$ cat config.mk
export PLATFORM = sky130hd
export DESIGN_NAME = itcell_fifo
export DESIGN_NICKNAME = d
export VERILOG_FILES = /design/src/rtl/itcell_pkg.sv /design/src/rtl/itcell_store.sv /design/src/rtl/itcell_ctrl.sv /design/src/rtl/itcell_fifo.sv
export SDC_FILE = /design/constraint.sdc
export NUM_CORES = 1
export LEC_CHECK = 0
export ABC_CLOCK_PERIOD_IN_PS = 8790
export CELL_PAD_IN_SITES_DETAIL_PLACEMENT = 0
export CELL_PAD_IN_SITES_GLOBAL_PLACEMENT = 2
export CORE_ASPECT_RATIO = 0.9
export CORE_MARGIN = 4
export CORE_UTILIZATION = 42
export CTS_CLUSTER_SIZE = 14
export DETAILED_ROUTE_END_ITERATION = 8
export PLACE_DENSITY_LB_ADDON = 0.05
export RECOVER_POWER = 50
export SLEW_MARGIN = 15
export SYNTH_ARGS = -nofsm -noshare
export SYNTH_HDL_FRONTEND = slang
export SYNTH_HIERARCHICAL = 1
export SYNTH_SLANG_ARGS = --single-unit
$ cat constraint.sdc
create_clock -name clk -period 8.79 [get_ports clk]
set_clock_uncertainty 0.15 [all_clocks]
set_input_delay 1.3185 -clock clk [delete_from_list [all_inputs] [get_ports clk]]
set_output_delay 1.3185 -clock clk [all_outputs]
set_load 0.01 [all_outputs]
$ cat src/rtl/itcell_pkg.sv
// Package: shared view encoding and tag-word bit positions for the FIFO cell.
// Assumes: the tag word fits in 32 bits of a data word at least 32 bits wide.
package itcell_pkg;

    typedef enum logic [1:0] {
        VW_RAW  = 2'd0,
        VW_TAG  = 2'd1,
        VW_WAIT = 2'd2,
        VW_TRY  = 2'd3
    } view_e;

    localparam int TAG_CODE_LSB = 28;
    localparam int TAG_CNT_LSB  = 18;
    localparam int TAG_MODE_BIT = 17;
    localparam int TAG_TRAP_BIT = 16;
    localparam int TAG_FULL_BIT = 1;
    localparam int TAG_EMPT_BIT = 0;

endpackage

$ cat src/rtl/itcell_store.sv
// Module: data array of the cell; one synchronous write port, one
// combinational read port addressed by the head index.
// Assumes: DEPTH is a power of two, at least 2.
module itcell_store #(
    parameter int DEPTH  = 8,
    parameter int DATA_W = 64,
    localparam int PTR_W = $clog2(DEPTH)
) (
    input  logic              clk,
    input  logic              rst_n,
    input  logic              we,
    input  logic [PTR_W-1:0]  widx,
    input  logic [DATA_W-1:0] wdata,
    input  logic [PTR_W-1:0]  ridx,
    output logic [DATA_W-1:0] rdata
);

    logic [DATA_W-1:0] mem [DEPTH];

    // Clear all entries on reset, otherwise take the single write.
    always_ff @(posedge clk) begin
        if (!rst_n) begin
            for (int i = 0; i < DEPTH; i++) mem[i] <= '0;
        end else if (we) begin
            mem[widx] <= wdata;
        end
    end

    // Present the entry at the requested index.
    assign rdata = mem[ridx];

endmodule

$ cat src/rtl/itcell_ctrl.sv
// Module: view decoder and state of the cell: head, count, flags,
// blocked-thread mask, registered response and wake pulse.
// Assumes: one request per cycle, answered one cycle later; DEPTH a power of two.
module itcell_ctrl
    import itcell_pkg::*;
#(
    parameter int DEPTH  = 8,
    parameter int DATA_W = 64,
    parameter int TID_W  = 6,
    localparam int PTR_W  = $clog2(DEPTH),
    localparam int CNT_W  = PTR_W + 1,
    localparam int MASK_W = 1 << TID_W
) (
    input  logic              clk,
    input  logic              rst_n,
    input  logic              req_valid,
    input  logic              req_write,
    input  view_e             req_view,
    input  logic [TID_W-1:0]  req_tid,
    input  logic [DATA_W-1:0] req_wdata,
    input  logic [DATA_W-1:0] store_rdata,
    output logic              store_we,
    output logic [PTR_W-1:0]  store_widx,
    output logic [PTR_W-1:0]  head_idx,
    output logic              rsp_valid,
    output logic              rsp_stall,
    output logic [DATA_W-1:0] rsp_rdata,
    output logic              wake_valid,
    output logic [MASK_W-1:0] wake_mask
);

    localparam logic [CNT_W-1:0] CNT_FULL = CNT_W'(DEPTH);
    localparam logic [CNT_W-1:0] CNT_ONE  = CNT_W'(1);
    localparam logic [3:0]       DCODE    = 4'(PTR_W);

    logic [PTR_W-1:0]  head, head_n;
    logic [CNT_W-1:0]  cnt, cnt_n;
    logic              e_flag, e_n, f_flag, f_n, t_flag, t_n;
    logic [MASK_W-1:0] blk_mask, mask_n, wmask_n;
    logic              stall_n, wake_n, moved, blocking;
    logic [DATA_W-1:0] rdata_n, tag_word;
    logic [PTR_W-1:0]  cnt_lo;

    assign cnt_lo   = cnt[PTR_W-1:0];
    assign head_idx = head;
    assign blocking = (req_view == VW_WAIT);

    // Pack the status word seen through the tag view.
    always_comb begin
        tag_word = '0;
        tag_word[TAG_CODE_LSB +: 4]     = DCODE;
        tag_word[TAG_CNT_LSB +: CNT_W]  = cnt;
        tag_word[TAG_MODE_BIT]          = 1'b1;
        tag_word[TAG_TRAP_BIT]          = t_flag;
        tag_word[TAG_FULL_BIT]          = f_flag;
        tag_word[TAG_EMPT_BIT]          = e_flag;
    end

    // Decode the request against the selected view and form the next state.
    always_comb begin
        head_n     = head;
        cnt_n      = cnt;
        e_n        = e_flag;
        f_n        = f_flag;
        t_n        = t_flag;
        mask_n     = blk_mask;
        wmask_n    = '0;
        wake_n     = 1'b0;
        stall_n    = 1'b0;
        moved      = 1'b0;
        rdata_n    = '0;
        store_we   = 1'b0;
        store_widx = head + cnt_lo;
        if (req_valid) begin
            unique case (req_view)
                VW_RAW: begin
                    if (req_write) begin
                        store_widx = head + cnt_lo - PTR_W'(1);
                        store_we   = (cnt != '0);
                    end else begin
                        rdata_n = store_rdata;
                    end
                end
                VW_TAG: begin
                    if (req_write) begin
                        t_n = req_wdata[TAG_TRAP_BIT];
                        e_n = req_wdata[TAG_EMPT_BIT];
                        f_n = req_wdata[TAG_FULL_BIT];
                    end else begin
                        rdata_n = tag_word;
                    end
                end
                default: begin
                    if (!req_write) begin
                        if (blocking && e_flag) begin
                            stall_n = 1'b1;
                        end else if (cnt != '0) begin
                            rdata_n = store_rdata;
                            head_n  = head + PTR_W'(1);
                            cnt_n   = cnt - CNT_ONE;
                            f_n     = 1'b0;
                            e_n     = (cnt == CNT_ONE) ? 1'b1 : e_flag;
                            moved   = 1'b1;
                        end
                    end else begin
                        if (blocking && f_flag) begin
                            stall_n = 1'b1;
                        end else if (cnt != CNT_FULL) begin
                            store_we = 1'b1;
                            cnt_n    = cnt + CNT_ONE;
                            e_n      = 1'b0;
                            f_n      = (cnt == CNT_FULL - CNT_ONE) ? 1'b1 : f_flag;
                            moved    = 1'b1;
                        end
                    end
                    if (stall_n) begin
                        mask_n = blk_mask | (MASK_W'(1) << req_tid);
                    end else if (moved && (blk_mask != '0)) begin
                        wake_n  = 1'b1;
                        wmask_n = blk_mask;
                        mask_n  = '0;
                    end
                end
            endcase
        end
    end

    // Register cell state, response and wake pulse.
    always_ff @(posedge clk) begin
        if (!rst_n) begin
            head       <= '0;
            cnt        <= '0;
            e_flag     <= 1'b1;
            f_flag     <= 1'b0;
            t_flag     <= 1'b0;
            blk_mask   <= '0;
            rsp_valid  <= 1'b0;
            rsp_stall  <= 1'b0;
            rsp_rdata  <= '0;
            wake_valid <= 1'b0;
            wake_mask  <= '0;
        end else begin
            head       <= head_n;
            cnt        <= cnt_n;
            e_flag     <= e_n;
            f_flag     <= f_n;
            t_flag     <= t_n;
            blk_mask   <= mask_n;
            rsp_valid  <= req_valid;
            rsp_stall  <= stall_n;
            rsp_rdata  <= rdata_n;
            wake_valid <= wake_n;
            wake_mask  <= wmask_n;
        end
    end

    AST_CNT_BOUND: assert property (@(posedge clk) disable iff (!rst_n)
        cnt <= CNT_FULL);
    AST_FILL_SETS_F: assert property (@(posedge clk) disable iff (!rst_n)
        (cnt == CNT_FULL && $past(cnt) == CNT_FULL - CNT_ONE) |-> f_flag);
    AST_DRAIN_SETS_E: assert property (@(posedge clk) disable iff (!rst_n)
        (cnt == '0 && $past(cnt) == CNT_ONE) |-> e_flag);
    AST_STALL_HOLDS_PTRS: assert property (@(posedge clk) disable iff (!rst_n)
        rsp_stall |-> (cnt == $past(cnt) && head == $past(head)));
    AST_STALL_RECORDS: assert property (@(posedge clk) disable iff (!rst_n)
        rsp_stall |-> (blk_mask != '0));
    AST_WAKE_CLEARS: assert property (@(posedge clk) disable iff (!rst_n)
        wake_valid |-> (blk_mask == '0 && wake_mask != '0));
    AST_WAKE_ONE_CYCLE: assert property (@(posedge clk) disable iff (!rst_n)
        wake_valid |=> !wake_valid || $past(req_valid));

endmodule

$ cat src/rtl/itcell_fifo.sv
// Module: top of the tagged FIFO inter-thread cell; joins the view/state
// controller to the data array.
// Assumes: DEPTH is a power of two, 2..512; DATA_W at least 32.
module itcell_fifo
    import itcell_pkg::*;
#(
    parameter int DEPTH  = 8,
    parameter int DATA_W = 64,
    parameter int TID_W  = 6,
    localparam int PTR_W  = $clog2(DEPTH),
    localparam int MASK_W = 1 << TID_W
) (
    input  logic              clk,
    input  logic              rst_n,
    input  logic              req_valid,
    input  logic              req_write,
    input  logic [1:0]        req_view,
    input  logic [TID_W-1:0]  req_tid,
    input  logic [DATA_W-1:0] req_wdata,
    output logic              rsp_valid,
    output logic              rsp_stall,
    output logic [DATA_W-1:0] rsp_rdata,
    output logic              wake_valid,
    output logic [MASK_W-1:0] wake_mask
);

    logic              st_we;
    logic [PTR_W-1:0]  st_widx, st_ridx;
    logic [DATA_W-1:0] st_rdata;

    itcell_ctrl #(.DEPTH(DEPTH), .DATA_W(DATA_W), .TID_W(TID_W)) ctrl_i (
        .clk        (clk),
        .rst_n      (rst_n),
        .req_valid  (req_valid),
        .req_write  (req_write),
        .req_view   (view_e'(req_view)),
        .req_tid    (req_tid),
        .req_wdata  (req_wdata),
        .store_rdata(st_rdata),
        .store_we   (st_we),
        .store_widx (st_widx),
        .head_idx   (st_ridx),
        .rsp_valid  (rsp_valid),
        .rsp_stall  (rsp_stall),
        .rsp_rdata  (rsp_rdata),
        .wake_valid (wake_valid),
        .wake_mask  (wake_mask)
    );

    itcell_store #(.DEPTH(DEPTH), .DATA_W(DATA_W)) store_i (
        .clk  (clk),
        .rst_n(rst_n),
        .we   (st_we),
        .widx (st_widx),
        .wdata(req_wdata),
        .ridx (st_ridx),
        .rdata(st_rdata)
    );

endmodule

Word-level counts from Yosys, hierarchy flattened
Memories as Yosys holds them, arrays and structs flattened. A register that Yosys moved wholly into a read port is not among the register bits.
Cells that the tools add are included.
- add/sub/neg operators: 5
- equality and inequality tests: 12
- shift operators: 1
- muxes and demuxes: 58
- bitwise logic cells: 8
- reduce and logical (&&, ||, !) cells: 21
- operator list (kind ; count):
    two-way mux 64 bit ; 7
    one-hot mux 64 bit (2 select lines) ; 1
    OR 64 bit ; 1
    nonzero test 64 bit ; 1
    OR reduction 64 bit ; 1
    left shift 1 x 6 -> 64 bit (first input constant) ; 1
    two-way mux 1 bit ; 35
    two-way mux 30 bit ; 1
    two-way mux 4 bit ; 5
    two-way mux 3 bit ; 6
    AND reduction 8 bit ; 2
    inverter 1 bit ; 7
    inequality test 2 bit (second input constant) ; 3
    inequality test 3 x 1 -> 1 bit (second input constant) ; 2
    one-hot mux 1 bit (2 select lines) ; 3
    AND reduction 3 bit ; 2
    AND reduction 6 bit ; 1
    nonzero test 2 bit ; 3
    OR reduction 6 bit ; 1
    AND reduction 5 bit ; 1
    OR reduction 5 bit ; 1
    adder 4 x 1 -> 4 bit (second input constant) ; 1
    equality test 4 x 1 -> 1 bit (second input constant) ; 1
    equality test 4 x 3 -> 1 bit (second input constant) ; 1
    15 further kinds ; 17
- flip-flop bits (word level): 205
- RAM bits: 512
- input port bits: 76
- output and inout bits: 131
- logic and storage cells: 117
- memories kept: 1
- memories (name ; depth ; bits a word ; read ports ; clocked after memory_dff ; write ports ; line ; RTL):
    store_i.mem ; 8 ; 64 ; 1 ; 1 ; 8 ; itcell_store.sv:18 ; logic [DATA_W-1:0] mem [DEPTH];

Logic depth before layout (Yosys ltp)
Gate-level depths: netlist (run 1).
- depth after elaboration: 11
- depth in mapped cells: 11
- mapped depth without buffers: 8

Cells and area by module
Netlist (run 1), hierarchy kept.
- modules (own cells, without submodules) (module ; instances ; cells an instance ; area each (um2) ; sequential area each (um2)):
    itcell_store ; 1 ; 1444 ; 22526.6 ; 15374.7
    itcell_ctrl ; 1 ; 744 ; 7415.9 ; 4103.9

Least setup slack after synthesis (run 1)
No wires, ideal clock.
- path kind: in2reg
- start: input port req_write
- end: memory store_i.mem[1][0] (enable)
- setup time: 574 ps
- arrival time: 7460 ps
- data required time: 8066 ps
- setup slack: 605 ps
- stages on the path: 9
- buffers on the path: 3
- cells stage by stage: clkbuf_1 -> nand2_1 -> nor3_1 -> nand2_1 -> xnor2_1 -> or2_2 -> clkbuf_1 -> clkbuf_1 -> o21ai_0
- RTL lines (item ; line ; RTL):
    start: declaration ; itcell_fifo.sv:16 ; input logic req_write,
    end: declaration ; itcell_store.sv:18 ;

==> impl_metrics.csv, run 1 <==
group,metric,value,unit
cts,clk_latency,0.61,ns
synth,synth_cells,2188,
cts,clock-root-buffer,"clkbuf_16",
pwr,cellLeakagePower,11.6,nW
finish,syn2layout_area_growth,16.7,%
critical_path,setup.worst_path.start_class,"input pin",
global_routing,via_count_of_the_first_global_routing_pass,19300,
placed_design,port-buffer-count,206,
sta,setup-violations-final,0,
drt,drt-vias-per-instance,5.60,
floorplan,initial_core_util,42.6,%
global_routing,antenna_found_initial,2,
cts,clock_tree.buffer_depth,3,
cts,cts_resized,0,
synth,synth_nets,2272,
critical_path,critPathCaptureType,"flop",
drt,tritonroute_pass_1_iters,5,
pwr,vdd_drop_max,0.000128,V
drt,vias,18500,
drt,drt-total-wl,79.3,mm
floorplan,ioPinCount,207,
finish,post_route_cells_drive_above_1_share,15.7,%
pwr,pwr-share-comb,6.5,%
critical_path,worst-endpoint-arrival,6.81,ns
floorplan,die_extent_in_x,289,um
floorplan,die-height,261,um
run_status,status,"finished with violations",
finish,finish.net_count,2392,
sta,grt_setup_unrepaired,"no",
synth,synth_edf_count,512,
pwr,power.share.clock,42.8,%
sta,final.period_utilization,77.2,%
critical_path,critical_path.max_stage_delay,2.79,ns
cts,clk_pin_slew_worst_paths,0.06,ns
drt,avgRoutedWirePerCell,24.0,um
floorplan,die_outline_area,75600,um2
synth,synth-seq-cells,717,
critical_path,worstPathMaxFanout,76,
cts,clock_tree.htree_level_count,3,
finish,layout.filler_cells,6161,
cts,number_of_buffers_added_by_the_clock_tree_synthesis_step,78,
min_path,worstHoldPathCells,1,
cts,cts_setup_buffers,0,
sta,timing.hold.ws,0.343,ns
sta,finalCriticalPeriod,6.79,ns
drt,post-route-drc-count,0,
run_status,violations,"capacitance limit, slew limit",
sta,fmax,147,MHz
synth,ys_dominant_reg_cell,"edfxtp_1",
sta,report.final.slew_viol_count,656,
floorplan,std_cell_rows,92,
placed_design,dpl.hpwl,43.8,mm
critical_path,cell_chain_critical_path,"dlygate4sd3_1, nand2_1, nor3_1, xnor2_1, nand3_4, clkbuf_1, nor3_1",
cts,cts.sinks,717,
floorplan,core_region_area,70300,um2
pwr,power.share.sequential,50.7,%
pwr,p_int,0.00572,W
synth,unique_cell_type_count_in_the_yosys_netlist,46,
critical_path,worst_path_max_delay_cell,"clkbuf_1",
synth,yosys.area.top_type,"edfxtp_1",
placed_design,globalplace.congestion,0.733,
sta,setup_tns,0,ns
synth,asyncSetResetFlopFracSynth,0,%
global_routing,maximum_number_of_pins_on_one_net_before_global_route_repair,89,
critical_path,timing.setup.critical_path_class,"input pin to flop",
global_routing,global_route.usage.total,21.0,%
synth,synth.top_cell.area_share,51.3,%
critical_path,worst-endpoint-required,8.81,ns
drt,drt_first_iter_violations,1230,
synth,yosys_warnings,6,
pwr,switchingPower,0.00167,W
min_path,hp-class,"flop to flop",
synth,synth-seq-area-share,65.1,%
synth,syn_area_per_cell,13.7,um2
sta,max_slew_margin,-161,%
drt,ant_nets,0,
pwr,power_per_cell_area,212,nW/um2
run,maxCapViolations,12,
synth,netlist_area,29900,um2
global_routing,gr-total-overflow,0,
finish,end_of_flow_core_utilization,49.7,%
sta,hold_viol_final,0,
cts,cts_tree,"done",
pwr,power_switching_share,22.6,%
sta,worst_slew_pin_slew,3.92,ns
synth,netlist_top_cells_area,"edfxtp_1 51%, dfxtp_1 14%, mux4_2 9.6%",
cts,post_cts_hold_buffer_count,0,
critical_path,worstRegToRegCells,5,
critical_path,path_common_cell,"nor3_1",
global_routing,grt_pass1_wl,121,mm
==> routing by layer <==
metal	global-route usage, %	vias to the layer above	share of wire (%)
met4	5.87	0	2.5
met1	29.5	9414	45
li1	-	8503	-
met3	2.79	132	4.5
met2	34.7	462	48
met5	0	-	0
==> path summary, 6_finish.rpt <==
path | startpoint | endpoint | slack [ns]
max | req_write | store_i/mem[7][53]$_SDFFCE_PN0P_ | 2.00
min | ctrl_i/blk_mask[63]$_SDFFE_PN0P_ | ctrl_i/wake_mask[63]$_SDFF_PP0_ | 0.34
max reg2reg | ctrl_i/head_idx[0]$_SDFFE_PN0P_ | ctrl_i/rsp_rdata[20]$_SDFF_PN0_ | 2.48
min reg2reg | ctrl_i/blk_mask[63]$_SDFFE_PN0P_ | ctrl_i/wake_mask[63]$_SDFF_PP0_ | 0.34
==> sequential cells by signal (all words and copies together) (netlist names) <==
signal,count
ctrl_i/f_flag,1
ctrl_i/cnt,4
store_i/mem,512
ctrl_i/rsp_rdata,64
ctrl_i/rsp_valid,1
ctrl_i/t_flag,1
ctrl_i/head_idx,3
ctrl_i/wake_valid,1
ctrl_i/blk_mask,64
ctrl_i/rsp_stall,1
ctrl_i/wake_mask,64
ctrl_i/e_flag,1
==> final cells by class <==
class,count,area (um2),area share [%]
Antenna cell,1,2.50,0.00716
Clock buffer,112,2200,6.31
Clock inverter,26,240,0.688
Inverter,72,270,0.774
Multi-Input combinational cell,1195,9180,26.3
Sequential cell,717,19500,55.8
Tap cell,940,1180,3.37
Timing Repair Buffer,244,2370,6.80
==> synthesized netlist by cell type, types with 2 or more instances <==
master    number
clkinv_1      64
and3_1         3
nand2b_1       6
nor2b_1        7
a22o_1         7
buf_4          3
buf_1         14
nand3_1       67
nand4b_1       3
mux4_2       128
edfxtp_1     512
mux2i_1        2
nor2_1        34
inv_1          8
xor2_1         4
nand4_1        7
mux2_2        64
buf_6         24
a21oi_2       60
o21ai_0       13
a211oi_1       2
ha_1           7
nand2_1       12
clkbuf_1     144
or4_1          2
nor4_1        17
buf_2         19
and2_1       119
dfxtp_1      205
nand3b_1       3
xnor2_1        8
nor3_1       532
nor3b_1        2
a21oi_1       74
==> stage by stage <==
stage / area, um2 / setup WS [ns] / std cells / power [W]
floorplan: 29900 / 0.605 / 2188 / 0.00413
global placement: 32700 / 2.82 / 3168 / 0.00431
detailed placement: 32700 / 2.77 / 3168 / 0.00431
CTS: 35200 / 3.40 / 3306 / 0.00749
global route: 34900 / 1.66 / 3307 / 0.00765
finish: 34900 / 2.00 / 3307 / 0.00739
==> critical path: cells and delay by family <==
family	cells	cell delay, ns
xor gates and xnor gates	1	0.23
buffers and inverters	2	3.67
and+or+nand+nor	4	1.46
==> layout by cell type, fill, tap and decap left out, drive strengths merged, types with 3 or more instances in the layout <==
| cell | Yosys | routed |
|---|---|---|
| nand4b | 3 | 3 |
| nor3 | 532 | 532 |
| nand2b | 6 | 6 |
| nor4 | 17 | 17 |
| nor2b | 7 | 7 |
| nand4 | 7 | 7 |
| dlygate4sd3 | 0 | 134 |
| o21ai | 13 | 13 |
| and3 | 3 | 3 |
| and2 | 119 | 119 |
| xnor2 | 8 | 8 |
| dfxtp | 205 | 205 |
| bufinv | 0 | 4 |
| a22o | 7 | 7 |
| nand2 | 12 | 12 |
| mux4 | 128 | 128 |
| inv | 8 | 8 |
| nand3b | 3 | 3 |
| nand3 | 67 | 67 |
| a21oi | 134 | 134 |
| ha | 7 | 7 |
| nor2 | 34 | 34 |
| edfxtp | 512 | 512 |
| mux2 | 65 | 65 |
| clkdlybuf4s50 | 0 | 72 |
| xor2 | 4 | 4 |
| clkinv | 64 | 85 |
| buf | 60 | 28 |
| clkbuf | 144 | 122 |
==> power groups by stage <==
| stage | clock network (W) | registers, W | logic, W |
|---|---|---|---|
| after floorplan | 0 | 0.00383 | 0.000301 |
| after global placement | 0 | 0.00381 | 0.000490 |
| after detailed placement | 0 | 0.00382 | 0.000492 |
| after CTS | 0.00325 | 0.00375 | 0.000494 |
| after global routing | 0.00338 | 0.00376 | 0.000517 |
| final | 0.00317 | 0.00375 | 0.000479 |
==> kinds of logic (layout without fill, tap and decap cells) <==
| family | after synthesis | count (layout) | share of synthesized area, % |
|---|---|---|---|
| and+or+nand+nor | 818 | 818 | 14.3 |
| DFF | 717 | 717 | 65.1 |
| buffers and inverters | 276 | 454 | 4.18 |
| muxes | 195 | 195 | 12.2 |
| AOI/OAI and AO/OA | 162 | 162 | 3.64 |
| xor gates and xnor gates | 12 | 12 | 0.351 |
| adders and majority gates | 8 | 8 | 0.359 |
| other | 0 | 1 | 0 |
(Power assumes the default switching activity.)
==> inputs of run 2 (changes only) <==
--- a/config.mk
+++ b/config.mk
@@ -5,12 +5,12 @@
 export SDC_FILE = /design/constraint.sdc
 export NUM_CORES = 1
 export LEC_CHECK = 0
-export ABC_CLOCK_PERIOD_IN_PS = 8790
+export ABC_CLOCK_PERIOD_IN_PS = 5800
 export CELL_PAD_IN_SITES_DETAIL_PLACEMENT = 0
 export CELL_PAD_IN_SITES_GLOBAL_PLACEMENT = 2
 export CORE_ASPECT_RATIO = 0.9
 export CORE_MARGIN = 4
-export CORE_UTILIZATION = 42
+export CORE_UTILIZATION = 38
 export CTS_CLUSTER_SIZE = 14
 export DETAILED_ROUTE_END_ITERATION = 8
 export PLACE_DENSITY_LB_ADDON = 0.05
==> constraint.sdc (replaced) <==
create_clock -name clk -period 5.8 [get_ports clk]
set_clock_uncertainty 0.15 [all_clocks]
set_input_delay 0.87 -clock clk [delete_from_list [all_inputs] [get_ports clk]]
set_output_delay 0.87 -clock clk [all_outputs]
set_load 0.01 [all_outputs]
==> impl_metrics.csv, run 2 (synthesized netlist as in run 1, its figures left out) <==
group,metric,value,unit
run_status,status,"finished with violations",
run_status,violations,"capacitance limit, slew limit",
critical_path,worst-path-buf-inv,2,
drt,drt-vias-per-instance,5.42,
finish,post_route_cells_drive_above_1_share,15.5,%
pwr,vdd_drop_max,0.000202,V
cts,clock_tree.htree_level_count,3,
cts,clock_tree.buffer_depth,3,
cts,clk_latency,0.60,ns
global_routing,antenna_found_initial,2,
sta,grt_setup_unrepaired,"no",
finish,layout.cells.most_common,"nor3_1",
global_routing,via_count_of_the_first_global_routing_pass,19500,
min_path,worst_hold_path_endpoint,"ctrl_i/wake_mask[22]$_SDFF_PP0_",
floorplan,die_extent_in_x,304,um
placed_design,port-buffer-count,206,
finish,largest_register,"store_i/mem",
critical_path,critical-path-top-delay-family,"simple AND/OR/NAND/NOR gates",
finish,layout_common_cells,"532 x nor3_1, 512 x edfxtp_1, 203 x dfxtp_1",
run,maxCapViolations,6,
cts,cts_tree,"done",
placed_design,dpl.hpwl,46.3,mm
sta,max_slew_margin,-57.3,%
sta,postLayoutSetupSlackWorst,1.06,ns
sta,setup_tns,0,ns
sta,hold_viol_final,0,
global_routing,grt_pass1_wl,126,mm
critical_path,worstPathMaxFanout,37,
drt,vias,18600,
drt,ant_nets,0,
floorplan,initial_core_util,38.4,%
critical_path,r2r_slack,1.06,ns
finish,layoutNonFillerInstCount,3424,
floorplan,core_region_area,77900,um2
placed_design,detailed_place.area,33000,um2
critical_path,setup.worst_path.start_class,"flop",
cts,cts_setup_buffers,0,
floorplan,die_outline_area,83400,um2
drt,avgRoutedWirePerCell,24.1,um
placed_design,dpl.cell_count,3285,
min_path,min-delay-start,"ctrl_i/blk_mask[22]$_SDFFE_PN0P_",
critical_path,cell_chain_critical_path,"inv_1, fa_1, ha_1, nand2_1, xnor2_1, or2_1, o21ai_0, buf_4",
sta,fmax,211,MHz
cts,post_cts_hold_buffer_count,0,
finish,syn2layout_area_growth,17.3,%
floorplan,ioPinCount,207,
global_routing,global_route.usage.total,19.7,%
sta,final.period_utilization,81.8,%
floorplan,std_cell_rows,97,
sta,finalCriticalPeriod,4.74,ns
cts,clk_pin_slew_worst_paths,0.06,ns
finish,design_area,35100,um2
drt,tritonroute_pass_1_iters,5,
finish,area_taken_by_multi_input_logic_gates,9100,um2
pwr,cellLeakagePower,11.7,nW
min_path,hp-class,"flop to flop",
sta,worst_slew_pin_slew,2.36,ns
floorplan,die-height,274,um
global_routing,gr-total-overflow,0,
critical_path,timing.setup.critical_path_class,"flop to flop",
drt,drt_first_iter_violations,1272,
critical_path,worst_path_max_delay_cell,"or2_1",
finish,layout.filler_cells,7222,
drt,post-route-drc-count,0,
critical_path,worstRegToRegCells,8,
cts,cts.sinks,717,
critical_path,endpoint_of_the_worst_slack_reg_to_reg_timing_path,"store_i/mem[1][37]$_SDFFCE_PN0P_",
critical_path,worst-endpoint-arrival,4.86,ns
critical_path,critical_path.max_stage_delay,1.20,ns
drt,drt-total-wl,82.5,mm
min_path,worstHoldPathCells,1,
placed_design,preCtsSetupSlack,1.09,ns
finish,finish.net_count,2410,
pwr,power_per_cell_area,320,nW/um2
critical_path,critPathCaptureType,"flop",
finish,sequential_cell_area,19500,um2
sta,report.final.slew_viol_count,312,
cts,number_of_buffers_added_by_the_clock_tree_synthesis_step,78,
critical_path,regToRegStartpoint,"ctrl_i/head_idx[1]$_SDFFE_PN0P_",
cts,clock-root-buffer,"clkbuf_16",
sta,timing.hold.ws,0.343,ns
placed_design,globalplace.congestion,0.740,
global_routing,maximum_number_of_pins_on_one_net_before_global_route_repair,91,
sta,setup-violations-final,0,
finish,largest_register_ffs,512,
critical_path,worst-endpoint-required,5.92,ns
cts,cts_resized,0,
-- run 2: cell count changes in the layout (fill, tap and decap cells not counted), sizes merged --
cell / before / now
buf: 28 / 44
clkbuf: 122 / 126
clkdlybuf4s50: 72 / 73
clkinv: 85 / 81
diode: 1 / 2
dlygate4sd3: 134 / 133
inv: 8 / 9
-- run 2: metrics by stage --
step | total power, W | utilization (%)
2_1_floorplan | 0.00625 | -
3_3_place_gp | 0.00655 | 42.3
3_5_place_dp | 0.00656 | 42.3
4_1_cts | 0.0114 | 45.5
5_1_grt | 0.0117 | 45.1
6_report | 0.0112 | 45.1
-- run 2: worst max-delay path by stage --
stage	cells past startpoint	start	endpoint	slack, ns
floorplan	8	req_write	store_i/mem[6][0]$_SDFFCE_PN0P_	-1.72
global placement	9	req_write	store_i/mem[2][22]$_SDFFCE_PN0P_	1.14
detailed placement	7	req_view[1]	store_i/mem[3][25]$_SDFFCE_PN0P_	1.09
CTS	7	ctrl_i/head_idx[1]$_SDFFE_PN0P_	store_i/mem[4][10]$_SDFFCE_PN0P_	1.69
global route	9	req_view[1]	store_i/mem[2][61]$_SDFFCE_PN0P_	0.78
finish	8	ctrl_i/head_idx[1]$_SDFFE_PN0P_	store_i/mem[1][37]$_SDFFCE_PN0P_	1.06
-- run 2: worst reg2reg max path, stage by stage, from the launching register on --
cell,delay [ns]
dfxtp_4,0.74
inv_1,0.18
fa_1,0.62
ha_1,0.15
nand2_1,0.06
xnor2_1,0.53
or2_1,1.21
o21ai_0,0.32
buf_4,0.44
-- run 2: where the power goes --
group          internal (W)  total, W  switching (W)  leakage, nW
Sequential          0.00563   0.00567      0.0000446         6.94
Combinational      0.000237  0.000749       0.000512         3.51
Clock               0.00282   0.00482        0.00199         1.20
-- run 2: final cells by class --
class / count / area share (%)
Clock buffer: 114 / 6.32
Clock inverter: 23 / 0.641
Antenna cell: 2 / 0.0142
Tap cell: 1039 / 3.70
Multi-Input combinational cell: 1195 / 25.9
Inverter: 72 / 0.769
Timing Repair Buffer: 262 / 7.17
Sequential cell: 717 / 55.5
-- run 2: per-layer routing --
layer / wire [um] / vias to the layer above / global-route usage (%)
met3: 3460 / 101 / 3.24
met5: 0 / - / 0
li1: - / 8538 / -
met1: 38200 / 9521 / 27.6
met2: 39200 / 395 / 32.4
met4: 1630 / 0 / 4.39
==> inputs of run 3 (changes only) <==
--- a/config.mk
+++ b/config.mk
@@ -5,7 +5,7 @@
 export SDC_FILE = /design/constraint.sdc
 export NUM_CORES = 1
 export LEC_CHECK = 0
-export ABC_CLOCK_PERIOD_IN_PS = 5800
+export ABC_CLOCK_PERIOD_IN_PS = 4100
 export CELL_PAD_IN_SITES_DETAIL_PLACEMENT = 0
 export CELL_PAD_IN_SITES_GLOBAL_PLACEMENT = 2
 export CORE_ASPECT_RATIO = 0.9
==> constraint.sdc (replaced) <==
create_clock -name clk -period 4.1 [get_ports clk]
set_clock_uncertainty 0.15 [all_clocks]
set_input_delay 0.615 -clock clk [delete_from_list [all_inputs] [get_ports clk]]
set_output_delay 0.615 -clock clk [all_outputs]
set_load 0.01 [all_outputs]
==> impl_metrics.csv, run 3 (synthesized netlist as in run 1, its figures left out) <==
group,metric,value,unit
pwr,p_int,0.0126,W
pwr,power,0.0163,W
finish,largest_register,"store_i/mem",
pwr,vdd_drop_max,0.000311,V
pwr,cellLeakagePower,12.0,nW
drt,drt-vias-per-instance,5.39,
sta,final.period_utilization,93.7,%
finish,diodes,0,
finish,design_area,35800,um2
floorplan,die_extent_in_x,304,um
global_routing,grt_pass1_wl,126,mm
cts,number_of_buffers_added_by_the_clock_tree_synthesis_step,81,
floorplan,std_cell_rows,97,
critical_path,timing.setup.critical_path_class,"flop to flop",
floorplan,ioPinCount,207,
drt,post-route-drc-count,0,
critical_path,path_common_cell,"buf_12",
pwr,power.share.clock,44.0,%
placed_design,globalplace.congestion,0.732,
critical_path,worstPathMaxFanout,148,
finish,layout_common_cells,"532 x nor3_1, 512 x edfxtp_1, 203 x dfxtp_1",
sta,grt_setup_unrepaired,"no",
drt,drt-total-wl,83.2,mm
finish,largest_register_ffs,512,
critical_path,cell_chain_critical_path,"inv_1, ha_1, nand2b_1, nor2_1, a2111oi_0, clkbuf_1, nand3b_1, buf_4, buf_12, buf_12, nor3_1",
sta,fmax,260,MHz
sta,worst_slew_pin_slew,2.06,ns
floorplan,die-height,274,um
global_routing,via_count_of_the_first_global_routing_pass,19300,
floorplan,core_region_area,77900,um2
critical_path,worst-endpoint-required,4.37,ns
cts,cts_resized,0,
pwr,power_per_cell_area,456,nW/um2
global_routing,global_route.usage.total,19.8,%
drt,vias,18600,
sta,setup_tns,0,ns
global_routing,maximum_number_of_pins_on_one_net_before_global_route_repair,149,
sta,finalCriticalPeriod,3.84,ns
cts,cts_tree,"done",
global_routing,antenna_found_initial,2,
cts,cts.sinks,717,
cts,clk_pin_slew_worst_paths,0.06,ns
critical_path,critical_path.max_stage_delay,0.63,ns
finish,layout.cells.most_common,"nor3_1",
floorplan,initial_core_util,38.4,%
pwr,power_switching_share,22.9,%
floorplan,die_outline_area,83400,um2
sta,max_slew_margin,-37.1,%
run_status,status,"finished with violations",
placed_design,port-buffer-count,206,
pwr,pwr-share-comb,6.8,%
cts,cts_setup_buffers,0,
sta,setup-violations-final,0,
critical_path,critPathCaptureType,"flop",
sta,timing.hold.ws,0.347,ns
min_path,hp-class,"flop to flop",
cts,clk_latency,0.62,ns
drt,avgRoutedWirePerCell,24.1,um
critical_path,setup.worst_path.start_class,"flop",
placed_design,dpl.hpwl,46.0,mm
critical_path,worst-endpoint-arrival,4.11,ns
pwr,power.share.sequential,49.2,%
placed_design,dpl.cell_count,3306,
finish,post_route_cells_drive_above_1_share,16.8,%
cts,clock_tree.buffer_depth,3,
cts,clock-root-buffer,"clkbuf_16",
cts,post_cts_hold_buffer_count,0,
pwr,switchingPower,0.00373,W
cts,clock_tree.htree_level_count,3,
finish,syn2layout_area_growth,19.5,%
drt,drt_first_iter_violations,1147,
critical_path,worst_path_max_delay_cell,"a2111oi_0",
drt,ant_nets,0,
sta,report.final.slew_viol_count,113,
finish,finish.net_count,2434,
drt,tritonroute_pass_1_iters,5,
sta,hold_viol_final,0,
run,maxCapViolations,2,
global_routing,gr-total-overflow,0,
placed_design,detailed_place.area,33500,um2
finish,layoutNonFillerInstCount,3457,
run_status,violations,"capacitance limit, slew limit",
-- run 3: stage by stage --
step	utilization (%)	setup slack (ns)
6_report	45.9	0.259
5_1_grt	45.9	0.0967
4_1_cts	46.4	0.395
3_5_place_dp	43.0	-0.0314
3_3_place_gp	43.0	0.0459
2_1_floorplan	-	-0.448
-- run 3: cell type report --
type                            instances  area [um2]
Inverter                               72         270
Fill cell                            7092       42100
Multi-Input combinational cell       1195        9160
Clock inverter                         38         382
Clock buffer                          113        2270
Timing Repair Buffer                  283        2920
Sequential cell                       717       19500
Tap cell                             1039        1300
-- run 3: worst paths after layout --
kind | start | slack [ns] | cells past startpoint | end
hold reg to reg | ctrl_i/t_flag$_SDFFE_PN0P_ | 0.35 | 2 | ctrl_i/t_flag$_SDFFE_PN0P_
setup / recovery | ctrl_i/cnt[0]$_SDFFE_PN0P_ | 0.26 | 11 | store_i/mem[0][16]$_SDFFCE_PN0P_
hold / removal | ctrl_i/t_flag$_SDFFE_PN0P_ | 0.35 | 2 | ctrl_i/t_flag$_SDFFE_PN0P_
setup reg to reg | ctrl_i/cnt[0]$_SDFFE_PN0P_ | 0.26 | 11 | store_i/mem[0][16]$_SDFFCE_PN0P_
-- run 3: worst max-delay path: cells and delay by family, from the launching register on --
family	cells	cell delay, ns
buffers and inverters	5	1.11
AND/OR/NAND/NOR	4	0.69
AO/OA/AOI/OAI	1	0.63
flip-flops	1	0.49
adder cells (fa/ha/maj)	1	0.23
-- run 3: metal layers --
layer  vias to the layer above  part of all wire (%)  routed length, um  GRT usage [%]
met5                         -                     0                  0              0
met4                         0                   1.8               1530           4.67
met3                       112                   3.8               3190           2.57
met2                       415                    47              39300           32.3
met1                      9496                    47              39100           28.5
li1                       8605                     -                  -              -
-- run 3: power by group through the flow --
stage          clock, W  combinational, W  sequential [W]
6_report        0.00719           0.00111         0.00802
5_1_grt         0.00771           0.00119         0.00804
4_1_cts         0.00740           0.00117         0.00802
3_5_place_dp          0           0.00117         0.00818
3_3_place_gp          0           0.00116         0.00817
2_1_floorplan         0          0.000655         0.00817
